[src/rtl/irqdet_pkg.sv]
package irqdet_pkg;
  localparam int unsigned NUM_EVT  = 3;
  localparam int unsigned EVT_RISE = 0;
  localparam int unsigned EVT_LVL  = 1;
  localparam int unsigned EVT_FALL = 2;
  localparam int unsigned EN_LSB   = NUM_EVT;
  localparam int unsigned FIFO_BIT = 2 * NUM_EVT;
  localparam int unsigned USED_W   = FIFO_BIT + 1;
  // flags that a software write of 1 may set
  localparam logic [NUM_EVT-1:0] SW_SET_MASK = 3'b101;

  function automatic logic irq_of(input logic [NUM_EVT-1:0] en,
                                  input logic [NUM_EVT-1:0] st);
    return |(en & st);
  endfunction

  function automatic logic flag_next(input logic cur, input logic hw_set,
                                     input logic wr, input logic wbit,
                                     input logic sw_can_set);
    logic keep;
    keep = wr ? (wbit & (sw_can_set | cur)) : cur;
    return hw_set | keep;
  endfunction
endpackage

[src/rtl/irqdet_sync.sv]
module irqdet_sync #(
  parameter int unsigned STAGES = 2
) (
  input  logic clk,
  input  logic rst_n,
  input  logic d,
  output logic q
);
  logic [STAGES-1:0] stg;

  // Reset loads the current level, so the chain starts settled.
  always_ff @(posedge clk) begin
    if (!rst_n) stg <= {STAGES{d}};
    else        stg <= {stg[STAGES-2:0], d};
  end

  assign q = stg[STAGES-1];
endmodule

[src/rtl/irqdet_edge.sv]
module irqdet_edge (
  input  logic clk,
  input  logic rst_n,
  input  logic s,
  output logic rise,
  output logic fall,
  output logic lvl
);
  logic prev_q;

  always_ff @(posedge clk) begin
    if (!rst_n) prev_q <= s;
    else        prev_q <= s;
  end

  assign rise = s & ~prev_q & rst_n;
  assign fall = ~s & prev_q & rst_n;
  assign lvl  = s & rst_n;
endmodule

[src/rtl/irqdet_flags.sv]
module irqdet_flags
  import irqdet_pkg::*;
#(
  parameter int unsigned N = NUM_EVT,
  parameter logic [N-1:0] SW_SET = SW_SET_MASK
) (
  input  logic         clk,
  input  logic         rst_n,
  input  logic         wr_en,
  input  logic [N-1:0] w_stat,
  input  logic [N-1:0] w_en,
  input  logic [N-1:0] evt,
  output logic [N-1:0] en_q,
  output logic [N-1:0] st_q
);
  always_ff @(posedge clk) begin
    if (!rst_n)     en_q <= '0;
    else if (wr_en) en_q <= w_en;
  end

  for (genvar i = 0; i < N; i++) begin : g_flag
    logic hw_set;
    assign hw_set = evt[i] & en_q[i];
    always_ff @(posedge clk) begin
      if (!rst_n) st_q[i] <= 1'b0;
      else        st_q[i] <= flag_next(st_q[i], hw_set, wr_en, w_stat[i], SW_SET[i]);
    end
  end
endmodule

[src/rtl/nand_irq_detect.sv]
module nand_irq_detect
  import irqdet_pkg::*;
#(
  parameter int unsigned DATA_W      = 32,
  parameter int unsigned SYNC_STAGES = 2
) (
  input  logic              clk,
  input  logic              rst_n,
  input  logic              rdy_in,
  input  logic              fifo_empty,
  input  logic              wr_en,
  input  logic [DATA_W-1:0] wdata,
  output logic [DATA_W-1:0] rdata,
  output logic              irq_o
);
  logic               rdy_s;
  logic               rise_ev, fall_ev, lvl_ev;
  logic [NUM_EVT-1:0] evt_vec, en_q, st_q;

  irqdet_sync #(.STAGES(SYNC_STAGES)) u_sync (
    .clk(clk), .rst_n(rst_n), .d(rdy_in), .q(rdy_s)
  );

  irqdet_edge u_edge (
    .clk(clk), .rst_n(rst_n), .s(rdy_s),
    .rise(rise_ev), .fall(fall_ev), .lvl(lvl_ev)
  );

  always_comb begin
    evt_vec           = '0;
    evt_vec[EVT_RISE] = rise_ev;
    evt_vec[EVT_LVL]  = lvl_ev;
    evt_vec[EVT_FALL] = fall_ev;
  end

  irqdet_flags #(.N(NUM_EVT), .SW_SET(SW_SET_MASK)) u_flags (
    .clk(clk), .rst_n(rst_n), .wr_en(wr_en),
    .w_stat(wdata[NUM_EVT-1:0]),
    .w_en(wdata[EN_LSB +: NUM_EVT]),
    .evt(evt_vec), .en_q(en_q), .st_q(st_q)
  );

  always_comb begin
    rdata                    = '0;
    rdata[NUM_EVT-1:0]       = st_q;
    rdata[EN_LSB +: NUM_EVT] = en_q;
    rdata[FIFO_BIT]          = fifo_empty;
  end

  assign irq_o = irq_of(en_q, st_q);
endmodule

[config.mk]
export PLATFORM = sky130hd
export DESIGN_NAME = nand_irq_detect
export DESIGN_NICKNAME = d
export VERILOG_FILES = /design/src/rtl/irqdet_pkg.sv /design/src/rtl/irqdet_sync.sv /design/src/rtl/irqdet_edge.sv /design/src/rtl/irqdet_flags.sv /design/src/rtl/nand_irq_detect.sv
export SDC_FILE = /design/constraint.sdc
export NUM_CORES = 1
export LEC_CHECK = 0
export ABC_AREA = 1
export BUFFER_PORTS_ARGS = -buffer_cell sky130_fd_sc_hd__buf_4
export CAP_MARGIN = 5
export CORE_MARGIN = 3
export CORE_UTILIZATION = 33
export CTS_CLUSTER_SIZE = 28
export DETAILED_ROUTE_END_ITERATION = 12
export GPL_TIMING_DRIVEN = 0
export PLACE_DENSITY = 0.82
export SKIP_CTS_REPAIR_TIMING = 1
export SLEW_MARGIN = 15
export SYNTH_ARGS = -nofsm -noshare
export SYNTH_HDL_FRONTEND = slang
export SYNTH_HIERARCHICAL = 1
export SYNTH_SLANG_ARGS = --single-unit
[constraint.sdc]
create_clock -name clk -period 1.1 [get_ports clk]
set_clock_uncertainty 0.05 [all_clocks]
set_input_delay 0.22 -clock clk [delete_from_list [all_inputs] [get_ports clk]]
set_output_delay 0.22 -clock clk [all_outputs]
set_load 0.03 [all_outputs]
== Word level (Yosys, flattened, before mapping) ==
Index checks and enable logic that the tools add are counted.
Word-level totals
  word-level logic and storage cells: 26
  output and inout port bits: 33
  input port bits: 37
  flip-flop bits (word level): 9
Operators by class
  reductions and logical operators: 1
  bitwise gates (word level): 15
  mux-type cells: 4
Operator list (number)
  $and 1x1->1: 9
  $and 3x3->3: 1
  $mux 1: 3
  $or 1x1->1: 3
  $reduce_or 3->1: 1
  $mux 2: 1
  $not 1->1: 2

== Depth between registers and ports, before layout ==
  depth after elaboration: 5
  depth in mapped cells: 6
  depth with buffers taken out: 6

== Modules after synthesis ==
Netlist, hierarchy kept.
By module, submodules not included
  irqdet_flags: sequential area each 120.1 um^2, area each 251.5 um^2, cells each 37, instances 1
  nand_irq_detect: sequential area each 0.0 um^2, area each 215.2 um^2, cells each 31, instances 1
  irqdet_sync: sequential area each 40.0 um^2, area each 55.1 um^2, cells each 6, instances 1
  irqdet_edge: sequential area each 20.0 um^2, area each 38.8 um^2, cells each 6, instances 1

== Worst setup path before layout ==
OpenSTA, ideal clock, no wires.
  path type: register -> output
  start: register u_flags.en_q[1]
  end: output irq_o
  path buffers: 0
  path slack: -39 ps
  data arrival time: 869 ps
  data required time: 830 ps
  cell stages (with the launch flop): 3
  cell sequence: dfxtp_1 -> nand2_1 -> nand3_1
Between the ends
  longest elaborated chain between the ends: 2
Ends and longest elaborated chain
  from (decl): line irqdet_flags.sv:13  | output logic [N-1:0] en_q,
  from (signal assigned): line irqdet_flags.sv:18  | else if (wr_en) en_q <= w_en;
  $and 3x3->3: line irqdet_pkg.sv:14  | return |(en & st);
  $reduce_or 3->1: line irqdet_pkg.sv:14
  to (decl): line nand_irq_detect.sv:14  | output logic irq_o
No other way between the ends.

== Final worst setup path ==
  start: register u_flags.en_q[2]
  end: output irq_o
The elaborated chain is that of the path after synthesis.

==> summary.md <==
| Metric | Value |
|---|---|
| Mux contribution to synthesized area | `0%` |
| Num rows | `14` |
| CTS H-Tree Depth | `1` |
| Final Instance Area | `856 um^2` |
| DP Area | `796 um^2` |
| Drt via density | `3.66` |
| Initial drt markers | `13` |
| Gr usage total | `9.83%` |
| Post-synthesis compound-gate area fraction | `3.57%` |
| Final Setup Violations | `2` |
| Element type at the critical path end | `output pin` |
| P per Cell Area | `1120 mW/mm^2` |
| Total of max-cap violations | `0` |
| Main combinational cell family by area after synthesis | `buffers and inverters` |
| GR Overflow Total | `0` |
| Worst Setup Path Type | `register to output pin` |
| DR WL/cell | `8.24 um` |
| Fin. Hold Viols | `0` |
| Min Hold Slack | `0.0210 ns` |
| Die span in y | `47.2 um` |
| Routed vias | `516` |
| Worst skew pair latency | `0.26 ns` |
| Global-route wire length before repair | `1460 um` |
| Setup Slack @ Placement | `0.163 ns` |
| Synth Register Bits | `9` |
| Synth Area in XOR/XNOR | `0%` |
| Crit share post-route | `105%` |
| Area growth, synth to finish | `52.7%` |
| RSZ-0062 raised after global routing | `true` |
| Deepest clock path buffer count | `2` |
| Post-synth cell types | `11` |
| Detailed placement HPWL | `933 um` |
| Die area | `0.00223 mm^2` |
| Yosys warns | `6` |
| Failing checks | `negative setup slack` |
| Worst hold path depth | `1` |
| Antenna Nets Post-Route | `0` |
| Maximum vdd drop | `859 uV` |
| Status | `finished, violations left` |
| Depth of the worst register-to-register path | `6` |
| Remaining DRCs | `0` |
| Syn Area/Cell | `7.01 um^2` |
| Clock root buffer | `clkbuf_4` |
| Placer Congestion | `0.782` |
| Commonest cells after routing, fill and taps aside | `buf_4, conb_1, nor2_1` |
| Worst Hold Class | `primary input to register` |
| Synth Instances | `80` |
| Critical path arrival | `0.88 ns` |
| Synth Area in Simple Gates | `22.1%` |
| Cts bufs inserted | `3` |
| Largest cells by area after synthesis | `buf_4, dfxtp_1, nand2_1, nor2_1, inv_1` |
| Slew Limit Fails | `0` |
| Clock Sinks | `9` |
| Clock transition at path regs | `0.06 ns` |
| Antenna diode count | `0` |
| Placed Cells | `136` |
| Fin util | `54.9%` |
| Number of global-route vias before repair | `362` |
| Post-synth top area cell | `buf_4` |
| Power Total | `0.957 mW` |
| Final setup margin | `-0.0498 ns` |
| Worst EP required | `0.83 ns` |
| Pleak | `0.527 nW` |
| Port Buffer Count | `16` |
| Core box area | `0.00156 mm^2` |
| Synth Area in Adders | `0%` |
| CTS tree | `built` |
| Critical Path Start Type | `register` |
| Fmax | `0.870 GHz` |
| Final cell count without fillers | `141` |
| CP max FO | `4` |
| Initial antenna violation count | `0` |
| Most common cell after layout, fill and taps aside | `buf_4` |
| Largest net degree at the start of global routing | `10` |
| Minimum clock period after layout | `1.15 ns` |
| Setup tns final | `-0.0921 ns` |
| Sequential cell area fraction in the yosys report | `32.1%` |
| I/O pins | `70` |
| Total Wirelength | `1160 um` |
| Layout Nets | `163` |
| Synth Cell Area | `561 um^2` |
| Fraction of layout cells with a size suffix above 1 | `47.2%` |
| Starting Density | `36.0%` |
| First-pass DRT Iterations | `4` |
| Die Wd | `47.2 um` |
| Top-area cell type share of the netlist area | `34.8%` |
==> path summary, 6_finish.rpt <==
kind | start | to | slack [ns]
min | rdy_in | u_sync/stg[0] | 0.02
max reg2reg | u_sync/stg[1] | u_flags/st_q[0] | 0.25
max | u_flags/en_q[2] | irq_o | -0.05
min reg2reg | u_sync/stg[1] | u_edge/prev_q | 0.34
==> power by group <==
group	switching [mW]	total, mW	leakage, nW	internal [mW]
Clock	0.125	0.259	0.0177	0.134
Combinational	0.203	0.330	0.432	0.127
Sequential	0.0185	0.368	0.0772	0.349
==> per-layer routing <==
metal  global-route usage, %  wire (um)
met5                       0          0
met4                    8.29         23
met3                    3.83        136
met2                    16.8        605
met1                    9.07        396
==> cells in the mapped netlist (all sizes together) <==
library cell / number
nand2: 17
nor2: 14
a21oi: 1
buf: 27
dfxtp: 9
nand3: 1
conb: 1
o21ai: 3
inv: 7
==> state kept, by name (all words and copies together) (netlist names) <==
name           flops
u_flags/en_q       3
u_flags/st_q       3
u_sync/stg         2
u_edge/prev_q      1
==> worst max-delay path, cell delays in order, from the launching register on <==
cell     delay (ns)
dfxtp_2        0.37
nand2_2        0.06
nand3_2        0.07
buf_6          0.12
==> cell families after synthesis <==
kind of cell | after synthesis
buffers and inverters | 34
flip-flops | 9
AO/OA/AOI/OAI | 4
AND/OR/NAND/NOR | 32
other | 1
==> area by class of cell <==
type / instances / area (um^2)
clock inverter: 1 / 5.00
multi-input combinational: 61 / 250
buffer: 27 / 206
tap: 16 / 20.0
fill: 156 / 703
inverter: 7 / 26.3
timing repair buffer: 17 / 135
sequential: 9 / 190
clock buffer: 3 / 22.5
Note: power is estimated with default switching activity, not from simulation.
